`src/rtl/mpp_pkg.sv`:
```
// Shared constants and state type for the page-column packer.
package mpp_pkg;
    localparam logic [7:0] OP_COL_RANGE  = 8'h21;
    localparam logic [7:0] OP_PAGE_RANGE = 8'h22;
    localparam logic [7:0] OP_PAGE_SEL   = 8'hB0;
    localparam logic [7:0] OP_COL_LO     = 8'h00;
    localparam logic [7:0] OP_COL_HI     = 8'h10;

    typedef enum logic [2:0] {
        ST_IDLE, ST_PLAN, ST_WIN_COL, ST_WIN_PAGE, ST_POS, ST_FETCH, ST_SEND
    } mpp_state_t;
endpackage

```
`src/rtl/mpp_rect_norm.sv`:
```
// Rectangle normaliser: picks the full screen for a clear, snaps the top edge
// down to a page boundary, snaps the bottom edge up to one and limits it to
// the display height. Purely combinational.
// Assumes x1 > x0, y1 > y0 and 1 <= height.
module mpp_rect_norm #(
    parameter int DISP_W = 32,
    parameter int XW     = 6,
    parameter int YW     = 6
) (
    input  logic          full,
    input  logic [XW-1:0] x0,
    input  logic [XW-1:0] x1,
    input  logic [YW-1:0] y0,
    input  logic [YW-1:0] y1,
    input  logic [YW-1:0] height,
    output logic [XW-1:0] col_first,
    output logic [XW-1:0] ncols,
    output logic [YW-1:0] row_top,
    output logic [YW-1:0] npages
);
    logic [XW-1:0] xb;
    logic [YW-1:0] ya, yb;
    logic [YW:0]   bot_up, bot, span;

    // Select the region, then align it to pages.
    always_comb begin
        col_first = full ? '0 : x0;
        xb        = full ? XW'(DISP_W) : x1;
        ya        = full ? '0 : y0;
        yb        = full ? height : y1;
        ncols     = xb - col_first;
        row_top   = ya & ~YW'(7);
        bot_up    = ({1'b0, yb} + (YW+1)'(7)) & ~(YW+1)'(7);
        bot       = (bot_up > {1'b0, height}) ? {1'b0, height} : bot_up;
        span      = bot - {1'b0, row_top} + (YW+1)'(7);
        npages    = YW'(span >> 3);
    end
endmodule

```
`src/rtl/mpp_col_gather.sv`:
```
// Column gatherer: builds one output byte by reading nbits rows of a single
// column, one read per cycle, from a synchronous frame memory with one cycle of
// latency. In zero mode it makes no reads and returns 0 one cycle after go.
// Assumes row0, col and nbits stay stable from go until done.
module mpp_col_gather #(
    parameter int PITCH = 4,
    parameter int AW    = 8,
    parameter int XW    = 6,
    parameter int YW    = 6
) (
    input  logic          clk,
    input  logic          rst_n,
    input  logic          go,
    input  logic          zero,
    input  logic [YW-1:0] row0,
    input  logic [XW-1:0] col,
    input  logic [3:0]    nbits,
    output logic          rd_en,
    output logic [AW-1:0] rd_addr,
    input  logic [7:0]    rd_data,
    output logic          done,
    output logic [7:0]    byte_out
);
    logic       active, pend;
    logic [3:0] k;
    logic [2:0] pend_k;

    // Read request for row k of the current column.
    always_comb begin
        rd_en   = active && (k < nbits);
        rd_addr = AW'((int'(row0) + int'(k)) * PITCH + (int'(col) >> 3));
    end

    // Issue the reads, collect the returned bits and flag completion.
    always_ff @(posedge clk) begin
        if (!rst_n) begin
            active   <= 1'b0;
            pend     <= 1'b0;
            k        <= '0;
            pend_k   <= '0;
            byte_out <= '0;
            done     <= 1'b0;
        end else begin
            done   <= 1'b0;
            pend   <= rd_en;
            pend_k <= k[2:0];
            if (pend) byte_out[pend_k] <= rd_data[col[2:0]];
            if (go) begin
                byte_out <= '0;
                k        <= '0;
                pend     <= 1'b0;
                active   <= !zero;
                done     <= zero;
            end else if (active) begin
                if (rd_en) begin
                    k <= k + 4'd1;
                end else if (!pend) begin
                    active <= 1'b0;
                    done   <= 1'b1;
                end
            end
        end
    end


    zero_hi_chk: assert property (@(posedge clk) disable iff (!rst_n)
        done |-> ((byte_out & ~((8'h1 << nbits) - 8'h1)) == 8'h0));

    done_pulse_chk: assert property (@(posedge clk) disable iff (!rst_n)
        done |=> !done);
endmodule

```
`src/rtl/mono_page_packer.sv`:
```
// Monochrome page-column packer: latches a request and emits the window or
// per-page position commands, then the transposed column bytes of each page.
// It remembers the last column and page ranges sent so that unchanged window
// commands are left out. Assumes 1 <= disp_height <= MAX_H and DISP_W <= 256.
module mono_page_packer
    import mpp_pkg::*;
#(
    parameter int DISP_W = 32,
    parameter int MAX_H  = 40,
    localparam int PITCH = (DISP_W + 7) / 8,
    localparam int DEPTH = MAX_H * PITCH,
    localparam int AW    = $clog2(DEPTH),
    localparam int XW    = $clog2(DISP_W + 1),
    localparam int YW    = $clog2(MAX_H + 1)
) (
    input  logic          clk,
    input  logic          rst_n,
    input  logic          upd_req,
    input  logic          clr_req,
    input  logic [XW-1:0] rect_x0,
    input  logic [XW-1:0] rect_x1,
    input  logic [YW-1:0] rect_y0,
    input  logic [YW-1:0] rect_y1,
    input  logic [YW-1:0] disp_height,
    input  logic [7:0]    col_offset,
    input  logic [7:0]    page_offset,
    input  logic          page_mode,
    output logic          busy,
    output logic          fb_rd_en,
    output logic [AW-1:0] fb_rd_addr,
    input  logic [7:0]    fb_rd_data,
    output logic [7:0]    tx_data,
    output logic          tx_is_cmd,
    output logic          tx_valid,
    input  logic          tx_ready
);
    mpp_state_t    state;
    logic [XW-1:0] x0_q, x1_q, col_first, ncols, cj, col_abs;
    logic [YW-1:0] y0_q, y1_q, h_q, row_top, npages, pg, r0, rem;
    logic [7:0]    coff_q, poff_q, cs, ce, ps, pe, pgaddr, gbyte;
    logic          pmode_q, zero_q, go_q, g_done;
    logic [1:0]    idx;
    logic [3:0]    nbits;
    logic          cc_ok, pc_ok, col_hit, page_hit, last_col, last_page;
    logic [7:0]    cc_s, cc_e, pc_s, pc_e;

    mpp_rect_norm #(.DISP_W(DISP_W), .XW(XW), .YW(YW)) u_norm (
        .full(zero_q), .x0(x0_q), .x1(x1_q), .y0(y0_q), .y1(y1_q),
        .height(h_q), .col_first(col_first), .ncols(ncols),
        .row_top(row_top), .npages(npages)
    );

    // Addresses, current page geometry and cache comparison.
    always_comb begin
        cs        = coff_q + 8'(col_first);
        ce        = cs + 8'(ncols) - 8'd1;
        ps        = poff_q + 8'(row_top >> 3);
        pe        = ps + 8'(npages) - 8'd1;
        pgaddr    = ps + 8'(pg);
        r0        = row_top + YW'({pg, 3'b000});
        rem       = h_q - r0;
        nbits     = (rem >= YW'(8)) ? 4'd8 : rem[3:0];
        col_abs   = col_first + cj;
        col_hit   = cc_ok && (cc_s == cs) && (cc_e == ce);
        page_hit  = pc_ok && (pc_s == ps) && (pc_e == pe);
        last_col  = (cj == ncols - XW'(1));
        last_page = (pg == npages - YW'(1));
    end

    mpp_col_gather #(.PITCH(PITCH), .AW(AW), .XW(XW), .YW(YW)) u_gather (
        .clk(clk), .rst_n(rst_n), .go(go_q), .zero(zero_q), .row0(r0),
        .col(col_abs), .nbits(nbits), .rd_en(fb_rd_en), .rd_addr(fb_rd_addr),
        .rd_data(fb_rd_data), .done(g_done), .byte_out(gbyte)
    );

    // Output byte for the current state and command index.
    always_comb begin
        tx_valid  = (state == ST_WIN_COL) || (state == ST_WIN_PAGE) ||
                    (state == ST_POS) || (state == ST_SEND);
        tx_is_cmd = (state != ST_SEND);
        busy      = (state != ST_IDLE);
        tx_data   = gbyte;
        case (state)
            ST_WIN_COL:  tx_data = (idx == 2'd0) ? OP_COL_RANGE  : (idx == 2'd1) ? cs : ce;
            ST_WIN_PAGE: tx_data = (idx == 2'd0) ? OP_PAGE_RANGE : (idx == 2'd1) ? ps : pe;
            ST_POS: begin
                if (idx == 2'd0)      tx_data = OP_PAGE_SEL | {5'b0, pgaddr[2:0]};
                else if (idx == 2'd1) tx_data = OP_COL_LO | {4'b0, cs[3:0]};
                else                  tx_data = OP_COL_HI | {4'b0, cs[7:4]};
            end
            default: ;
        endcase
    end

    // Capture the request parameters when idle.
    always_ff @(posedge clk) begin
        if (!rst_n) begin
            {x0_q, x1_q, y0_q, y1_q, h_q} <= '0;
            {coff_q, poff_q}              <= '0;
            pmode_q                       <= 1'b0;
            zero_q                        <= 1'b0;
        end else if (state == ST_IDLE && (upd_req || clr_req)) begin
            x0_q    <= rect_x0;
            x1_q    <= rect_x1;
            y0_q    <= rect_y0;
            y1_q    <= rect_y1;
            h_q     <= disp_height;
            coff_q  <= col_offset;
            poff_q  <= page_offset;
            pmode_q <= page_mode;
            zero_q  <= clr_req;
        end
    end

    // Remember the window ranges once their last byte is accepted.
    always_ff @(posedge clk) begin
        if (!rst_n) begin
            cc_ok <= 1'b0;
            pc_ok <= 1'b0;
            {cc_s, cc_e, pc_s, pc_e} <= '0;
        end else if (tx_ready && idx == 2'd2) begin
            if (state == ST_WIN_COL) begin
                cc_ok <= 1'b1;
                cc_s  <= cs;
                cc_e  <= ce;
            end
            if (state == ST_WIN_PAGE) begin
                pc_ok <= 1'b1;
                pc_s  <= ps;
                pc_e  <= pe;
            end
        end
    end

    // Sequencer for command framing and the page/column walk.
    always_ff @(posedge clk) begin
        if (!rst_n) begin
            state <= ST_IDLE;
            idx   <= '0;
            pg    <= '0;
            cj    <= '0;
            go_q  <= 1'b0;
        end else begin
            go_q <= 1'b0;
            case (state)
                ST_IDLE: if (upd_req || clr_req) state <= ST_PLAN;
                ST_PLAN: begin
                    idx <= '0;
                    pg  <= '0;
                    cj  <= '0;
                    if (pmode_q)        state <= ST_POS;
                    else if (!col_hit)  state <= ST_WIN_COL;
                    else if (!page_hit) state <= ST_WIN_PAGE;
                    else begin
                        state <= ST_FETCH;
                        go_q  <= 1'b1;
                    end
                end
                ST_WIN_COL: if (tx_ready) begin
                    if (idx == 2'd2) begin
                        idx <= '0;
                        if (!page_hit) state <= ST_WIN_PAGE;
                        else begin
                            state <= ST_FETCH;
                            go_q  <= 1'b1;
                        end
                    end else idx <= idx + 2'd1;
                end
                ST_WIN_PAGE, ST_POS: if (tx_ready) begin
                    if (idx == 2'd2) begin
                        idx   <= '0;
                        state <= ST_FETCH;
                        go_q  <= 1'b1;
                    end else idx <= idx + 2'd1;
                end
                ST_FETCH: if (g_done) state <= ST_SEND;
                ST_SEND: if (tx_ready) begin
                    if (last_col) begin
                        cj <= '0;
                        if (last_page) state <= ST_IDLE;
                        else begin
                            pg <= pg + YW'(1);
                            if (pmode_q) state <= ST_POS;
                            else begin
                                state <= ST_FETCH;
                                go_q  <= 1'b1;
                            end
                        end
                    end else begin
                        cj    <= cj + XW'(1);
                        state <= ST_FETCH;
                        go_q  <= 1'b1;
                    end
                end
                default: state <= ST_IDLE;
            endcase
        end
    end


    hold_tx_chk: assert property (@(posedge clk) disable iff (!rst_n)
        (tx_valid && !tx_ready) |=> (tx_valid && $stable(tx_data) && $stable(tx_is_cmd)));

    clr_no_read_chk: assert property (@(posedge clk) disable iff (!rst_n)
        (busy && zero_q) |-> !fb_rd_en);

    rd_range_chk: assert property (@(posedge clk) disable iff (!rst_n)
        fb_rd_en |-> (int'(fb_rd_addr) < DEPTH));
endmodule

```
`config.mk`:
```
export PLATFORM = sky130hd
export DESIGN_NAME = mono_page_packer
export DESIGN_NICKNAME = d
export VERILOG_FILES = /design/src/rtl/mpp_pkg.sv /design/src/rtl/mpp_rect_norm.sv /design/src/rtl/mpp_col_gather.sv /design/src/rtl/mono_page_packer.sv
export SDC_FILE = /design/constraint.sdc
export NUM_CORES = 1
export LEC_CHECK = 0
export BUFFER_PORTS_ARGS = -buffer_cell sky130_fd_sc_hd__buf_2
export CAP_MARGIN = 20
export CORE_MARGIN = 2
export CORE_UTILIZATION = 55
export DETAILED_ROUTE_END_ITERATION = 6
export GPL_TIMING_DRIVEN = 1
export PLACE_DENSITY = 0.75
export SLEW_MARGIN = 15
export SYNTH_ARGS = -nofsm -noshare
export SYNTH_HDL_FRONTEND = slang
export SYNTH_SLANG_ARGS = --single-unit
```
`constraint.sdc`:
```
create_clock -name clk -period 9.95 [get_ports clk]
set_clock_uncertainty 0.1 [all_clocks]
set_input_delay 1.4925 -clock clk [delete_from_list [all_inputs] [get_ports clk]]
set_output_delay 1.4925 -clock clk [all_outputs]
set_load 0.05 [all_outputs]
```
======== Word-level counts from Yosys, hierarchy flattened ========
Index checks and enable logic that the tools add are counted.
word-level totals
  word-level logic and storage cells ...... 170
  input bits .............................. 60
  register bits after elaboration ......... 118
cells by class
  reduce and logical (&&, ||, !) cells .... 28
  mux-type cells .......................... 62
  $lt $le $gt $ge ......................... 6
  equal/unequal tests ..................... 25
  bitwise gates (word level) .............. 1
  add/subtract/negate cells ............... 22
operators by type and width
  operator             number
  $mux 6               9
  $mux 8               5
  $mux 3               12
  $eq 8x8->1           4
  $pmux 6 s2           2
  $pmux 8 s3           1
  $mux 1               22
  $pmux 3 s6           1
  $add 8x4->8          2
  $add 8x6->8          2
  $sub 8x1->8 const B  2
  $add 6x1->6 const B  2
  $add 6x6->6          2
  $eq 6x6->1           2
  $ne 2x2->1 const B   6
  $sub 6x6->6          2
  $reduce_and 2->1     5
  $eq 3x3->1 const B   3
  $add 8x3->8          1
  $bwmux 8             1
  $logic_and 1x1->1    8
  $lt 3x4->1 const B   2
  $ne 2x1->1 const B   4
  $add 6x3->7 const B  1
  other kinds (36)     43

======== Logic depth before layout (Yosys ltp) ========
Gate-level depths: netlist (run 1).
  depth in word-level cells ............... 14
  depth in mapped cells ................... 33
  gate-level depth less buffers ........... 32

======== Cells and area by module ========
A second synthesis (run 1) with hierarchy kept.
second synthesis, totals
  cells, all modules ...................... 1169
  area total of the unflattened synthesis .. 9278.9 um2
modules (own cells, without submodules)
  module            instances  seq. area each (um2)  cells an instance  area each (um2)
  mono_page_packer  1          2001.9                911                7184.4
  mpp_col_gather    1          360.3                 130                1133.6
  mpp_rect_norm     1          0.0                   128                960.9

======== Worst setup path after synthesis (run 1) ========
OpenSTA, ideal clock, no wires.
  kind .................................... flip-flop to output port
  from .................................... register zero_q
  to ...................................... output port tx_data[6]
  data required time ...................... 8358 ps
  stages on the path, launching flop included .. 29
  buffers on the path ..................... 2
  arrival ................................. 6630 ps
  setup slack ............................. 1727 ps
  cells stage by stage .................... dfxtp_1 -> buf_2 -> or4_4 -> and2_2 -> nor2b_1 -> xnor2_1 -> ha_1 -> a21o_1 -> a21oi_1 -> nor2_1 -> nor2_1 -> a21oi_1 -> o22a_1 -> ha_1 -> ha_1 -> clkdlybuf4s15_1 -> o21ai_0 -> a32oi_1 -> xor2_1 -> ha_1 -> inv_1 -> ha_1 -> a21oi_1 -> o21ai_0 -> a21oi_1 -> xnor2_1 -> a21oi_1 -> nor2_1 -> o21ai_0
between the ends
  word-level cells in the longest chain between the ends .. 11
ends and longest elaborated chain
  item                      line                     RTL
  start: declaration        mono_page_packer.sv:41   logic pmode_q, zero_q, go_q, g_done;
  start signal: assignment  mono_page_packer.sv:111  zero_q <= clr_req;
  $mux 6                    mpp_rect_norm.sv:30      yb = full ? height : y1;
  $add 6x3->7               mpp_rect_norm.sv:33      bot_up = ({1'b0, yb} + (YW+1)'(7)) & ~(YW+1)'(7);
  $gt 7x6->1                mpp_rect_norm.sv:34      bot = (bot_up > {1'b0, height}) ? {1'b0, height} : bot_up;
  $mux 7                    mpp_rect_norm.sv:34
  $sub 7x6->7               mpp_rect_norm.sv:35      span = bot - {1'b0, row_top} + (YW+1)'(7);
  $add 7x3->7               mpp_rect_norm.sv:35
  $add 8x4->8               mono_page_packer.sv:58   pe = ps + 8'(npages) - 8'd1;
  $sub 8x1->8               mono_page_packer.sv:58
  $mux 8 (2 in series)      mono_page_packer.sv:85   ST_WIN_PAGE: tx_data = (idx == 2'd0) ? OP_PAGE_RANGE : (idx == 2'd1) ? ps : pe;
  $pmux 8 s3 (*)            mono_page_packer.sv:83   case (state)
  end: declaration          mono_page_packer.sv:32   output logic [7:0] tx_data,
Every way passes the cells marked *; elsewhere a longest branch is shown, timed or not.

======== Final worst setup path (run 1) ========
  from .................................... register zero_q
  to ...................................... output port tx_data[7]
Same word-level chain as after synthesis.

==> results.txt, run 1 <==
- The critical path starts at zero_q.
- On the critical path, the stage with the largest delay is an instance of sky130_fd_sc_hd__dfxtp_1.
* Data arrival time at the worst-slack endpoint: 7.69 ns
- Dominant cell type by area after synthesis: sky130_fd_sc_hd__dfxtp_1
- Share of the clock period used by the worst path after layout: 0.9326
* CP Max Fanout: 19
- Summed over all failing endpoints, the final setup total negative slack is 0 ns.
- Share of flip-flops with an asynchronous set or reset after synthesis: 0
* Y dimension of the die: 131.4 um
- In this run, the number of DRC markers left after iteration 0 of detailed routing was ~670.
- Setup-violating endpoint count in the final report: 0
- The worst setup path is launched from a flip-flop.
- R2r startpoint: zero_q
* Most frequent cell after synthesis: sky130_fd_sc_hd__nand2_1
- The die covers 0.01728 sq mm.
- Fin Hold WS: 0.3606 ns
* Average wire length per cell after detail routing: 16.61 um
- Required time reported for the critical path endpoint: 8.36 ns
* Clock transition at path regs: 0.06 ns
- By area the synthesized netlist is led by sky130_fd_sc_hd__dfxtp_1 (26%), sky130_fd_sc_hd__ha_1 (9.2%), sky130_fd_sc_hd__nand2_1 (7.5%), sky130_fd_sc_hd__a21boi_0 (4.7%), sky130_fd_sc_hd__xnor2_1 (4.7%).
- Number of standard-cell rows in the floorplan: 46
* Depth of the CTS H-tree: 4
* Fmax achieved: 107.8 MHz
- Post-route worst setup slack: approximately 0.67 ns
- Met3 capacity usage during global routing: 0.05633
- Number of nets in the synthesized netlist: 1,252
- The initial antenna violation count came to 0.
- Synthesis instantiated 91 different standard cells from the library.
- Post-CTS Hold Fix Bufs: 0
- Yosys top cell area share: 0.2577
* Worst Setup Path Type: flip-flop to primary output
* Post-DP HPWL: 17,300 um
* Synthesis-stage register bit count: 115
- By count the netlist is led by sky130_fd_sc_hd__nand2_1 (179), sky130_fd_sc_hd__dfxtp_1 (115), sky130_fd_sc_hd__nor2_1 (73), sky130_fd_sc_hd__inv_1 (67), sky130_fd_sc_hd__ha_1 (66).
* Last weighted congestion value of the routability-driven placer: ~0.92
- For this run, design rule violations remaining after detail routing come to 0.
* CP most frequent cell: sky130_fd_sc_hd__ha_1
- Final layout net count: 1,300
* Clock net sink count: 115
* Post-Synthesis Cells: 1,117
- Total core area: 0.01589 sq mm
* Die width: 131.4 um
- Run status: finished, final reports clean
* Global-route wire length before repair: about 38,000 um
- In this run the worst hold path is classified as flip-flop to flip-flop.
- In this run, CTS created clock tree buffers numbering 17.
- Number of top-level pins: 80
* Layout overhead on the synthesized area: 11.82%
- Initial core utilization: 0.5623
* Final min period: 9.279 ns
- The via count of the first global-routing pass came to 7,679.
- Final Core Density: 0.6288
* Peak per-stage delay on the critical path: 0.71 ns
* Final count of hold timing violations: 0
- TritonCTS clock tree: done
* Met1 track demand over resource: 0.3617
- Number of nets still failing antenna checks after routing: 0
- The mapped netlist covers about 0.0089 sq mm.
- met2 is the most crowded layer.
- In this run the mean area of a mapped cell was roughly 8.0 sq um.
- Synth Warn #: 0
- Routed wire length: 23,150 um
* # port buffers: 76
- Counting along the longest clock path gives a buffer depth of 2.
- The synthesized design contains 0 enable-type register cells.
- Leftover overflow at the end of global routing: 0
- Setup repair after global routing left no endpoint under its margin.
- Counting the fill cells in the layout gives 1,423.
* Top_reg_cell synth: sky130_fd_sc_hd__dfxtp_1
- The tool flagged a number of max-cap violations equal to 0.
* Met2 Resource Use GR: 0.4383
- Least-Margin Pin Slew: about 1.1 ns
- The first detailed-routing pass took 5 iterations.
* Worst slack at placement: 1.109 ns
- Share of layout cells above drive strength 1: 0.1282
- Count of pins over their slew limit: 0
- CP endpoint kind: primary output
- Overall track demand over capacity in global routing: 0.2690
- The share of the Yosys chip area taken by registers is 0.2577.
- The routed layout has 8,139 vias.
* Via count normalized by instance count: 5.839
- Post-CTS setup buffer count: 0
- Maximum number of pins on one net before global-route repair: 102
* CTS Root Buffer Type: sky130_fd_sc_hd__clkbuf_16
- The startpoint identified for the worst hold timing path is x1_q[2].
* Latest clock arrival within the worst-skew pair: 0.43 ns
- Tightest slew margin relative to the limit: 0.2696
* Antenna cells: 0
## registers in the layout, summed over array words and instances (netlist names), 8 cells and up
register           count
cc_e                   8
pc_e                   8
pc_s                   8
u_gather.byte_out      8
coff_q                 8
cc_s                   8
poff_q                 8
## through the flow
step                      area, sq um  instances
after detailed placement         9399       1362
after floorplan                  8932       1117
after global placement           9399       1362
after global routing             9988       1394
final                            9988       1394
after CTS                        9982       1394
## logic make-up after synthesis
logic type / count (synthesis) / share of synthesized area
buf+inv: 119 / 0.05463
simple gates: 423 / 0.2311
fa+ha+maj: 75 / 0.1126
compound gates: 273 / 0.2153
xor+xnor: 92 / 0.1018
mux: 20 / 0.02675
flops: 115 / 0.2577
## per-layer routing
layer / routed length [um] / share of wire
met1: 10620 / 0.46
met2: 10680 / 0.46
met3: 1531 / 0.066
met4: 322 / 0.014
met5: 0 / 0
## layout by cell type, fill, tap and decap left out, drive strengths merged, types with 6 or more instances in the layout
| master | synthesis | layout |
|---|---|---|
| a31oi | 6 | 6 |
| a21oi | 53 | 53 |
| nor3 | 15 | 15 |
| nand2 | 179 | 179 |
| a21boi | 58 | 58 |
| nor4 | 7 | 7 |
| clkbuf | 46 | 17 |
| a21o | 12 | 12 |
| nand4 | 12 | 12 |
| xor2 | 36 | 36 |
| nor3b | 11 | 11 |
| a211oi | 8 | 8 |
| clkinv | 1 | 7 |
| o211ai | 7 | 7 |
| mux2i | 17 | 17 |
| nor2 | 73 | 73 |
| o21ai | 40 | 40 |
| o22ai | 12 | 12 |
| buf | 4 | 80 |
| or2 | 12 | 12 |
| nand3 | 22 | 22 |
| xnor2 | 49 | 49 |
| and2 | 21 | 21 |
| nand2b | 16 | 16 |
| inv | 67 | 70 |
| and3 | 6 | 6 |
| fa | 9 | 9 |
| nand3b | 7 | 7 |
| dfxtp | 115 | 115 |
| nor2b | 17 | 17 |
| xnor3 | 7 | 7 |
| o21a | 9 | 9 |
| ha | 66 | 66 |
| o211a | 11 | 11 |
## worst paths after layout
| path | endpoint | slack (ns) | depth (start not counted) |
|---|---|---|---|
| min | x1_q[2] | 0.36 | 2 |
| max reg2reg | state[1] | 1.86 | 29 |
| max | tx_data[7] | 0.67 | 28 |
| min reg2reg | x1_q[2] | 0.36 | 2 |
## cell type report
class                      instances  area (sq um)  share of cell area
clock buffer                      17         425.4             0.04259
clock inverter                    15         157.7             0.01578
inverter                          68         255.2             0.02555
multi-input combinational        883          6167              0.6174
sequential                       115          2302              0.2305
tap                              216         270.3             0.02706
timing repair buffer              80         410.4             0.04109
## worst max-delay path, delay by kind of cell, from the launching register on
kind | cells | cell delay [ns]
and+or+nand+nor | 9 | 1.83
AOI/OAI and AO/OA | 8 | 1.73
adders and majority gates | 5 | 1.53
xor gates and xnor gates | 3 | 1.06
DFF | 1 | 0.71
buffers and inverters | 3 | 0.39
## timing repair
action,in CTS,in global routing
setup endpoints to repair,0,1
resized for setup,0,1
endpoints found under the hold margin,0,0
Power of run 1 is not shown: default switching activity piles up to over one toggle a cycle in this logic, so the estimate is an artifact.
==> inputs of run 2 (changes only) <==
clock period = 10.4 ns   (was 9.95 ns; I/O delays follow)
==> run 2 against run 1 <==
  * Highest routed layer unchanged
  * Global-route usage is 0.10 points lower
  * First-iteration DRC count rose by 7.0%
  * Sequential cell count stayed put
==> results.txt, run 2 (synthesized netlist as in run 1, its figures left out) <==
- The filler cell count came to 1,451 (+2.0%).
- The detailed router's first-iteration violation count came to 718 (+7.0%).
* Average wire length per cell after detail routing: 16.48 um (-0.78%)
- Tightest slew margin relative to the limit: 0.3874 (+0.1179)
* Initial antenna violation count: 0 (unchanged)
- The number of levels the H-tree was split into came to 4 (unchanged).
* Worst Setup Path Type: flip-flop to primary output
* Leading cell type in the layout, fill and taps excluded: sky130_fd_sc_hd__nand2_1
* Total core area: 0.01589 sq mm (unchanged)
- Relative to the synthesized area, the layout overhead comes to 12.17%.
- Count of pins over their slew limit: 0 (unchanged)
- Overall track demand over capacity in global routing: 0.2680 (-0.001049)
* Slowest CP cell: sky130_fd_sc_hd__nor4_1
- Share of the clock period used by the worst path after layout: 0.8823
- The count of cells resized by post-cts repair was 0 (unchanged).
- The overall die width came to 131.4 um (unchanged).
- The required time at the endpoint of the critical path is 8.74 ns (+0.38 ns).
- The count of buffers added by post-CTS timing repair for setup was 0 (unchanged).
- The via count of the first global-routing pass came to 7,626 (-0.69%).
- The share of final-layout standard cells stronger than drive strength 1 is 0.1264 (-0.001805).
- Peak per-stage delay on the critical path: 0.52 ns (-0.19 ns)
* First-pass iteration count of the detailed router: 5 (unchanged)
- The final antenna diode count was 0 (unchanged).
- CTS Root Buffer Type: sky130_fd_sc_hd__clkbuf_16
- The cell that appears most often on the critical path is sky130_fd_sc_hd__ha_1.
- The clock sink count was 115 (unchanged).
- Data arrival time at the worst-slack endpoint: 7.52 ns (-0.17 ns)
- The count of unresolved DRC violations after routing was 0 (unchanged).
* CP endpoint kind: primary output
* Run status: finished, final reports clean
- The post-placement cell count was 1,362 (unchanged).
- The largest net degree at the start of global routing is 102 (unchanged).
- The number of hold-slack violations in the final timing report is 0 (unchanged).
* Worst Hold Depth: 2 (unchanged)
- TritonCTS built the clock tree.
* Least-Margin Pin Slew: 0.9189 ns (-0.1727 ns)
- For this run, the top clock speed supported by timing is 109.0 MHz.
- The largest buffer count on any clock path was 2 (unchanged).
* Final layout net count: 1,302 (+0.15%)
- The weighted congestion reported at the end of routability-driven placement is 0.9205 (+0.47%).
- Leftover overflow at the end of global routing: 0 (unchanged)
- The count of input and output buffers came to 76 (unchanged).
- Total Neg Setup Slack: 0 ns (unchanged)
- Setup-violating endpoint count in the final report: 0 (unchanged)
- Y dimension of the die: 131.4 um (unchanged)
* Total via count after detailed routing: 8,108 (-0.38%)
* Clock transition at path regs: 0.06 ns (about the same)
- The depth of the worst register-to-register path came to 31 (+6.9%).
* Number of standard-cell rows in the floorplan: 46 (unchanged)
- The worst setup path is launched from a flip-flop.
- The global-route wire length before repair was 37,670 um (-1.1%).
- Fin Hold WS: 0.3644 ns (+0.003836 ns)
- The insertion delay of the later-clocked pin in the worst-skew pair was 0.43 ns (about the same).
* Post-Layout Cell Count: 1,395 (+0.072%)
- The total length of routed wires came to 22,990 um (-0.70%).
- The hold buffer count at cts was 0 (unchanged).
* Final min period: 9.176 ns
- The min-delay analysis places its worst path in the category flip-flop to flip-flop.
* Leading cell types in the layout, fill and taps excluded: sky130_fd_sc_hd__nand2_1 (179), sky130_fd_sc_hd__dfxtp_1 (115), sky130_fd_sc_hd__buf_2 (76), sky130_fd_sc_hd__nor2_1 (72), sky130_fd_sc_hd__inv_1 (67)
- Via count normalized by instance count: 5.812 (-0.45%)
- The number of routed nets with antenna violations is 0 (unchanged).
* Area enclosed by the die boundary: 0.01728 sq mm (unchanged)
- Number of top-level pins: 80 (unchanged)
- Post-DP HPWL: 16,920 um (-2.2%)
- The maximum fanout along the worst path is 28 (+9).
- The CTS buffer count is 17 (unchanged).
* Initial core utilization: 0.5623 (unchanged)
* Max-cap check violation count: 0 (unchanged)
- Setup repair after global routing left no endpoint under its margin.
## run 2: final timing paths
path         startpoint         end  slack, ns
max reg2reg      zero_q    state[2]       2.63
max              zero_q  tx_data[7]       1.22
min             x1_q[3]     x1_q[3]       0.36
min reg2reg     x1_q[3]     x1_q[3]       0.36
## run 2: routing by layer
layer  global-route usage  vias to the layer above  routed length [um]
met5                    0                        -                   0
met2               0.4282                      270               10300
met1               0.3560                     3763               10660
met3              0.06289                       44                1486
li1                     -                     4031                   -
met4              0.09118                        0                 547
## run 2: layout make-up
class	count	area, sq um	share of cell area
Sequential cell	115	2302	0.2298
Clock inverter	12	160.2	0.01598
Multi-Input combinational cell	883	6161	0.6149
Clock buffer	19	432.9	0.04321
Timing Repair Buffer	82	437.9	0.04371
Inverter	68	255.2	0.02547
Tap cell	216	270.3	0.02697
## run 2: metrics by stage
step | worst slack (ns) | util | instance area (sq um)
3_3_place_gp | 1.790 | 0.5917 | 9399
2_1_floorplan | 2.110 | - | 8932
4_1_cts | 1.315 | 0.6290 | 9992
6_report | 1.224 | 0.6308 | 10020
3_5_place_dp | 1.808 | 0.5917 | 9399
5_1_grt | 0.7138 | 0.6308 | 10020
## run 2: worst max-delay path, delay by kind of cell (launching register included)
family | cells | cell delay, ns
compound gates | 7 | 1.24
xor+xnor | 2 | 0.83
fa+ha+maj | 5 | 1.52
buf+inv | 4 | 0.61
flops | 1 | 0.33
simple gates | 12 | 2.57
Power of run 2 is left out for the same reason.
